<file path="config.mk">
export PLATFORM = sky130hd
export DESIGN_NAME = tlb_xlat
export DESIGN_NICKNAME = d
export VERILOG_FILES = /design/src/rtl/tlb_xlat_pkg.sv /design/src/rtl/tlb_xlat_dp.sv /design/src/rtl/tlb_xlat_ctrl.sv /design/src/rtl/tlb_xlat.sv
export SDC_FILE = /design/constraint.sdc
export NUM_CORES = 1
export LEC_CHECK = 0
export ABC_AREA = 1
export BUFFER_PORTS_ARGS = -buffer_cell sky130_fd_sc_hd__buf_2
export CAP_MARGIN = 10
export CELL_PAD_IN_SITES_DETAIL_PLACEMENT = 1
export CELL_PAD_IN_SITES_GLOBAL_PLACEMENT = 2
export CORE_MARGIN = 2
export CORE_UTILIZATION = 39
export DETAILED_ROUTE_END_ITERATION = 7
export PLACE_DENSITY_LB_ADDON = 0.1
export REMOVE_ABC_BUFFERS = 1
export SYNTH_ARGS = -nofsm -noshare
export SYNTH_HDL_FRONTEND = slang
export SYNTH_SLANG_ARGS = --single-unit
</file>
<file path="constraint.sdc">
create_clock -name clk -period 6.05 [get_ports clk]
set_input_delay 0 -clock clk [delete_from_list [all_inputs] [get_ports clk]]
set_output_delay 0 -clock clk [all_outputs]
set_load 0.005 [all_outputs]
</file>
<file path="src/rtl/tlb_xlat_pkg.sv">
package tlb_xlat_pkg;
  parameter int unsigned TlbEntries = 8;
  localparam int unsigned IdxW = $clog2(TlbEntries);
  localparam int unsigned PageW = 20;

  typedef enum logic [1:0] {
    CauseNone   = 2'd0,
    CauseMiss   = 2'd1,
    CauseWrProt = 2'd2,
    CausePriv   = 2'd3
  } cause_e;

  // strobes from the window control to the datapath
  typedef struct packed {
    logic            wrEntry;
    logic            useIdx;
    logic [IdxW-1:0] idx;
    logic            clrAll;
    logic            probe;
  } cmd_t;

  typedef struct packed {
    logic [PageW-1:0] vpn;
    logic [1:0]       size;
    logic [PageW-1:0] ppn;
    logic             wr;
    logic             usr;
  } entry_t;

  // window word offsets (byte offset / 4)
  localparam logic [2:0] OffTag    = 3'd0;
  localparam logic [2:0] OffData   = 3'd1;
  localparam logic [2:0] OffCmd    = 3'd2;
  localparam logic [2:0] OffPrAddr = 3'd3;
  localparam logic [2:0] OffPrRes  = 3'd4;
  localparam logic [2:0] OffFAddr  = 3'd5;
  localparam logic [2:0] OffFCause = 3'd6;
  localparam logic [2:0] OffStat   = 3'd7;

  // page-number bits that take part in the compare
  function automatic logic [PageW-1:0] sizeMask(input logic [1:0] size);
    case (size)
      2'd0:    sizeMask = 20'hFFFFF;
      2'd1:    sizeMask = 20'hFFFF0;
      default: sizeMask = 20'hFFF00;
    endcase
  endfunction
endpackage

</file>
<file path="src/rtl/tlb_xlat_dp.sv">
module tlb_xlat_dp
  import tlb_xlat_pkg::*;
(
  input  logic             clk,
  input  logic             rstN,
  input  cmd_t             cmd,
  input  entry_t           stageEntry,
  input  logic [31:0]      probeAddr,
  input  logic             lkValid,
  input  logic [31:0]      lkAddr,
  input  logic             lkWrite,
  input  logic             lkUser,
  output logic             lkHit,
  output logic [31:0]      lkPhys,
  output logic             accErr,
  output logic             probeHit,
  output logic [IdxW-1:0]  probeIdx,
  output logic [31:0]      faultAddr,
  output cause_e           faultCause
);
  entry_t                ent [TlbEntries];
  logic [TlbEntries-1:0] entValid;
  logic [TlbEntries-1:0] lkMatch, prMatch;
  logic [IdxW-1:0]       rrPtr, wIdx, lkIdx;
  entry_t                selEnt;
  logic [PageW-1:0]      selMask;
  logic                  wrViol, prViol;
  cause_e                curCause;

  for (genvar i = 0; i < TlbEntries; i++) begin : g_ent
    logic [PageW-1:0] cmpMask;
    assign cmpMask    = sizeMask(ent[i].size);
    assign lkMatch[i] = entValid[i] && (((ent[i].vpn ^ lkAddr[31:12]) & cmpMask) == '0);
    assign prMatch[i] = entValid[i] && (((ent[i].vpn ^ probeAddr[31:12]) & cmpMask) == '0);
  end

  // lowest index wins on multiple matches
  always_comb begin
    lkHit    = 1'b0;
    lkIdx    = '0;
    probeHit = 1'b0;
    probeIdx = '0;
    for (int k = TlbEntries - 1; k >= 0; k--) begin
      if (lkMatch[k]) begin
        lkHit = 1'b1;
        lkIdx = IdxW'(k);
      end
      if (prMatch[k]) begin
        probeHit = 1'b1;
        probeIdx = IdxW'(k);
      end
    end
  end

  assign selEnt  = ent[lkIdx];
  assign selMask = sizeMask(selEnt.size);
  assign lkPhys  = {(selEnt.ppn & selMask) | (lkAddr[31:12] & ~selMask), lkAddr[11:0]};
  assign wrViol  = lkWrite && !selEnt.wr;
  assign prViol  = lkUser && !selEnt.usr;

  always_comb begin
    if (!lkHit)      curCause = CauseMiss;
    else if (prViol) curCause = CausePriv;
    else if (wrViol) curCause = CauseWrProt;
    else             curCause = CauseNone;
  end

  assign accErr = lkValid && (curCause != CauseNone);
  assign wIdx   = cmd.useIdx ? cmd.idx : rrPtr;

  always_ff @(posedge clk) begin
    if (!rstN) begin
      entValid   <= '0;
      rrPtr      <= '0;
      faultAddr  <= '0;
      faultCause <= CauseNone;
      for (int k = 0; k < TlbEntries; k++) ent[k] <= '0;
    end else begin
      if (cmd.clrAll) begin
        entValid <= '0;
      end else if (cmd.wrEntry) begin
        ent[wIdx]      <= stageEntry;
        entValid[wIdx] <= 1'b1;
        if (!cmd.useIdx)
          rrPtr <= (rrPtr == IdxW'(TlbEntries - 1)) ? '0 : rrPtr + IdxW'(1);
      end
      if (accErr) begin
        faultAddr  <= lkAddr;
        faultCause <= curCause;
      end
    end
  end
endmodule

</file>
<file path="src/rtl/tlb_xlat_ctrl.sv">
module tlb_xlat_ctrl
  import tlb_xlat_pkg::*;
(
  input  logic            clk,
  input  logic            rstN,
  input  logic            baseWe,
  input  logic [31:0]     baseWdata,
  output logic [31:0]     baseRdata,
  input  logic            busValid,
  input  logic            busWrite,
  input  logic [31:0]     busAddr,
  input  logic [31:0]     busWdata,
  output logic [31:0]     busRdata,
  input  logic            probeHit,
  input  logic [IdxW-1:0] probeIdx,
  input  logic [31:0]     faultAddr,
  input  cause_e          faultCause,
  output cmd_t            cmd,
  output entry_t          stageEntry,
  output logic [31:0]     probeAddr
);
  logic [15:0]     baseAddrQ;
  logic            baseVldQ;
  logic            prHitQ;
  logic [IdxW-1:0] prIdxQ;
  logic            misalignQ;
  logic            winSel, aligned, regSel, wrEn;
  logic [2:0]      off;

  assign winSel = busValid && baseVldQ && (busAddr[31:16] == baseAddrQ);
  assign aligned = (busAddr[1:0] == 2'b00);
  assign regSel = winSel && aligned && (busAddr[15:5] == '0);
  assign off    = busAddr[4:2];
  assign wrEn   = regSel && busWrite;

  assign baseRdata = {baseAddrQ, 15'd0, baseVldQ};

  always_comb begin
    cmd = '0;
    if (wrEn && off == OffCmd) begin
      cmd.wrEntry = busWdata[0];
      cmd.clrAll  = busWdata[1];
      cmd.probe   = busWdata[2];
      cmd.useIdx  = busWdata[3];
      cmd.idx     = busWdata[4 +: IdxW];
    end
  end

  always_comb begin
    busRdata = '0;
    if (regSel && !busWrite) begin
      case (off)
        OffTag:    busRdata = {stageEntry.vpn, 10'd0, stageEntry.size};
        OffData:   busRdata = {stageEntry.ppn, 10'd0, stageEntry.usr, stageEntry.wr};
        OffPrAddr: busRdata = probeAddr;
        OffPrRes:  busRdata = {prHitQ, {(31 - IdxW){1'b0}}, prIdxQ};
        OffFAddr:  busRdata = faultAddr;
        OffFCause: busRdata = {30'd0, faultCause};
        OffStat:   busRdata = {31'd0, misalignQ};
        default:   busRdata = '0;
      endcase
    end
  end

  always_ff @(posedge clk) begin
    if (!rstN) begin
      baseAddrQ  <= '0;
      baseVldQ   <= 1'b0;
      stageEntry <= '0;
      probeAddr  <= '0;
      prHitQ     <= 1'b0;
      prIdxQ     <= '0;
      misalignQ  <= 1'b0;
    end else begin
      if (baseWe) begin
        baseAddrQ <= baseWdata[31:16];
        baseVldQ  <= baseWdata[0];
      end
      if (winSel && !aligned) misalignQ <= 1'b1;
      else if (wrEn && off == OffStat) misalignQ <= 1'b0;
      if (wrEn && off == OffTag) begin
        stageEntry.vpn  <= busWdata[31:12];
        stageEntry.size <= busWdata[1:0];
      end
      if (wrEn && off == OffData) begin
        stageEntry.ppn <= busWdata[31:12];
        stageEntry.usr <= busWdata[1];
        stageEntry.wr  <= busWdata[0];
      end
      if (wrEn && off == OffPrAddr) probeAddr <= busWdata;
      if (cmd.probe) begin
        prHitQ <= probeHit;
        prIdxQ <= probeIdx;
      end
    end
  end
endmodule

</file>
<file path="src/rtl/tlb_xlat.sv">
module tlb_xlat
  import tlb_xlat_pkg::*;
(
  input  logic        clk,
  input  logic        rstN,
  input  logic        baseWe,
  input  logic [31:0] baseWdata,
  output logic [31:0] baseRdata,
  input  logic        busValid,
  input  logic        busWrite,
  input  logic [31:0] busAddr,
  input  logic [31:0] busWdata,
  output logic [31:0] busRdata,
  input  logic        lkValid,
  input  logic [31:0] lkAddr,
  input  logic        lkWrite,
  input  logic        lkUser,
  output logic        lkHit,
  output logic [31:0] lkPhys,
  output logic        accErr
);
  cmd_t            cmd;
  entry_t          stageEntry;
  logic [31:0]     probeAddr;
  logic            probeHit;
  logic [IdxW-1:0] probeIdx;
  logic [31:0]     faultAddr;
  cause_e          faultCause;

  tlb_xlat_ctrl u_ctrl (
    .clk(clk), .rstN(rstN),
    .baseWe(baseWe), .baseWdata(baseWdata), .baseRdata(baseRdata),
    .busValid(busValid), .busWrite(busWrite), .busAddr(busAddr),
    .busWdata(busWdata), .busRdata(busRdata),
    .probeHit(probeHit), .probeIdx(probeIdx),
    .faultAddr(faultAddr), .faultCause(faultCause),
    .cmd(cmd), .stageEntry(stageEntry), .probeAddr(probeAddr)
  );

  tlb_xlat_dp u_dp (
    .clk(clk), .rstN(rstN),
    .cmd(cmd), .stageEntry(stageEntry), .probeAddr(probeAddr),
    .lkValid(lkValid), .lkAddr(lkAddr), .lkWrite(lkWrite), .lkUser(lkUser),
    .lkHit(lkHit), .lkPhys(lkPhys), .accErr(accErr),
    .probeHit(probeHit), .probeIdx(probeIdx),
    .faultAddr(faultAddr), .faultCause(faultCause)
  );
endmodule

</file>
==> metrics <==
RePlAce Congestion 0.916; worst-case clock buffer depth 3; fin nets 3603; Starting Density 0.392; CTS tree yes; post-synth cell types 63; total CTS buffers 56; via density per instance 5.59; RSZ-0062 raised after global routing no; post-synth top area share 0.395; Sequential Power Share 0.462; clock power share 0.450; DP Worst Slack 1510 ps; Antenna Cells 0; final design utilization 0.459; Synthesis Warnings 0; Die H 266 um; Setup violations, final 0; Setup crit start kind flip-flop; area grow syn2layout 17.2%; initial antenna violation count 1; Int Pwr 6.25 mW; Critical Path Fanout Max 80; total number of vias 24.6k; Clk pin slew, worst setup/hold paths 60 ps; Final Critical Period 4880 ps; max incr delay on CP 730 ps; Initial DRC Count 1828; share of cells above drive strength 1 0.122; IO Port Bufs 203; count leader, synth nor2_1; Max Slew Vio Count 0; Cells after DPL 4195; Max-Cap Viols 0; Arr. time, crit path 4880 ps; Gate Count Post-Synth 3238; cells along the critical path or2_2 > nand3_1 > nand4_1 > nor2_1 > nand2_1 > nand2_1 > nand2_1 > nand2_1 > nand2_1 > nand2_1 > nand2_4 > nand2_4 > buf_4 > o21ai_0 > o22ai_1 > nand2_1 > nand2_1 > nor2_1 > a21oi_1 > buf_2; DRT Pass-1 Iters 5; total core area 0.0682 mm^2; hpwl dp 76300 um; DRC 0; Largest delay share family, worst path simple AND/OR/NAND/NOR gates; Setup Skew 42.6 ps; CTS resizes 0; I/O Pins 234; Syn Area/Cell 8.26 um^2; LEAKAGE 11.8 nW; vias in the first global route 25.5k; antenna viol nets, final 0; Max Clock Freq 0.205 GHz; Tcrit/Tclk final 0.806; PD cells 266 mW/mm^2; Slowest-stage cell, CP buf_4; pin count of the biggest net entering global routing 81; Rows 96; Die W 266 um; Die ar. 0.0707 mm^2; most used cell along the critical path nand2_1; post-route worst setup slack 1170 ps; clock root buffer clkbuf_16; max_slew headroom 0.206; synth cell count leaders nor2_1 (836), nand2_1 (484), edfxtp_1 (352); WL met3 5180 um; clock latency on the worst-skew pair 670 ps; final setup TNS 0 ps; worst-margin pin slew 1190 ps; crit path buf inv count 2; Syn Std Cell Area 0.0267 mm^2; switching pwr 2.10 mW; Worst IR Drop VDD 211 uV; Routed WL 114000 um; H-tree levels 2; first-pass GRT wire length 165000 um; post-synth top area cell edfxtp_1; Setup crit end kind output port; leading post-synthesis cells by cell area edfxtp_1 (40%), nor2_1 (12%), dfxtp_1 (11%), nand2_1 (6.8%), xnor2_1 (4.0%); Main synth FF type edfxtp_1; sequential fraction of the synthesis area 0.502; synthesis-stage register bit count 495; type of the most critical hold path in2reg; GR Util All Layers 0.318; remaining global-route overflow 0; Non-Filler Instances 4395; clk sinks 495; WP data required 6050 ps; Setup Crit Path Kind reg2out; Top Layer Used met4; Final Hold Fails 0; Switching Share 0.251; combinational share of power 0.088; Wirelength per Cell 26.0 um; Post-synth EDFFs 352; met1 WL 48800 um; fraction of registers with async set/reset 0; status finished clean; WL met2 56100 um
==> worst min-delay path: cells and delay by family <==
family                 cells  cell delay (ps)
buffers and inverters      2              440
AND/OR/NAND/NOR            3              190
==> registers in the layout, summed over array words and instances, names as in the netlist <==
| signal | cells |
|---|---|
| u_ctrl.baseAddrQ | 16 |
| u_ctrl.baseVldQ | 1 |
| u_ctrl.misalignQ | 1 |
| u_ctrl.prHitQ | 1 |
| u_ctrl.prIdxQ | 3 |
| u_ctrl.probeAddr | 32 |
| u_ctrl.stageEntry | 44 |
| u_dp.ent | 352 |
| u_dp.entValid | 8 |
| u_dp.faultAddr | 32 |
| u_dp.faultCause | 2 |
| u_dp.rrPtr | 3 |
==> cells by family (layout without fill, tap and decap cells) <==
| group | Yosys count | in the layout | synth area share |
|---|---|---|---|
| DFF | 495 | 495 | 0.502 |
| AOI/OAI and AO/OA | 432 | 432 | 0.0997 |
| other | 1 | 15 | 0.000140 |
| xor gates and xnor gates | 156 | 156 | 0.0511 |
| adders and majority gates | 2 | 2 | 0.000936 |
| and+or+nand+nor | 1670 | 1670 | 0.266 |
| buffers and inverters | 482 | 743 | 0.0796 |
==> power by group through the flow <==
stage          logic, mW  clock network [mW]  registers (mW)
6_report           0.734                3.76            3.86
3_3_place_gp       0.666                   0            3.92
5_1_grt            0.794                3.92            3.87
3_5_place_dp       0.681                   0            3.93
2_1_floorplan      0.367                   0            3.90
4_1_cts            0.729                3.81            3.85
==> per-layer routing <==
layer | vias up | track usage
met4 | 0 | 0.118
met2 | 717 | 0.552
met1 | 12400 | 0.409
met3 | 188 | 0.0336
met5 | - | 0
li1 | 11200 | -
==> repair_timing <==
| action | CTS | global route |
|---|---|---|
| hold buffers | 94 | 0 |
| endpoints found under the hold margin | 122 | 0 |
| setup endpoints to repair | 0 | 0 |
| buffers inserted | 0 | 0 |
==> path summary, 6_finish.rpt <==
| kind | slack, ps | end | start | cells after the start |
|---|---|---|---|---|
| hold / removal | 40 | u_dp.faultAddr[19] | lkAddr[19] | 5 |
| setup reg to reg | 1490 | u_dp.ent[5][21] | u_ctrl.baseAddrQ[15] | 14 |
| setup / recovery | 1170 | lkPhys[15] | u_dp.ent[6][27] | 20 |
| hold reg to reg | 470 | u_dp.faultAddr[22] | u_dp.faultAddr[22] | 2 |
==> placed cells by master (no fill, tap or decap), types with 59 or more instances in the layout <==
| cell type | synthesis | layout |
|---|---|---|
| nand3_1 | 103 | 103 |
| clkbuf_16 | 0 | 59 |
| nand2_1 | 484 | 476 |
| edfxtp_1 | 352 | 352 |
| dlygate4sd3_1 | 0 | 94 |
| o21ai_0 | 151 | 150 |
| xnor2_1 | 123 | 123 |
| inv_1 | 270 | 268 |
| dfxtp_1 | 143 | 143 |
| buf_2 | 48 | 203 |
| nor2_1 | 836 | 833 |
| a211oi_1 | 76 | 76 |
==> final cells by class <==
cell class	count	area, um^2
clock buffers	78	1670
clock inverters	28	369
fillers	8164	36900
inverters	291	1100
multi-input cells	2275	11300
flip-flops and latches	495	13400
well taps	882	1100
repair buffers	346	2360
==> per-stage QoR <==
| step | power [mW] | cell area, um^2 | hold WS (ps) |
|---|---|---|---|
| 6_report | 8.35 | 31300 | 43.3 |
| 5_1_grt | 8.58 | 31300 | 56.0 |
| 4_1_cts | 8.39 | 31300 | 5.17 |
| 3_5_place_dp | 4.61 | 28400 | 178 |
| 3_3_place_gp | 4.58 | 28400 | 178 |
| 2_1_floorplan | 4.27 | 25800 | 0 |
(Power assumes the default switching activity.)
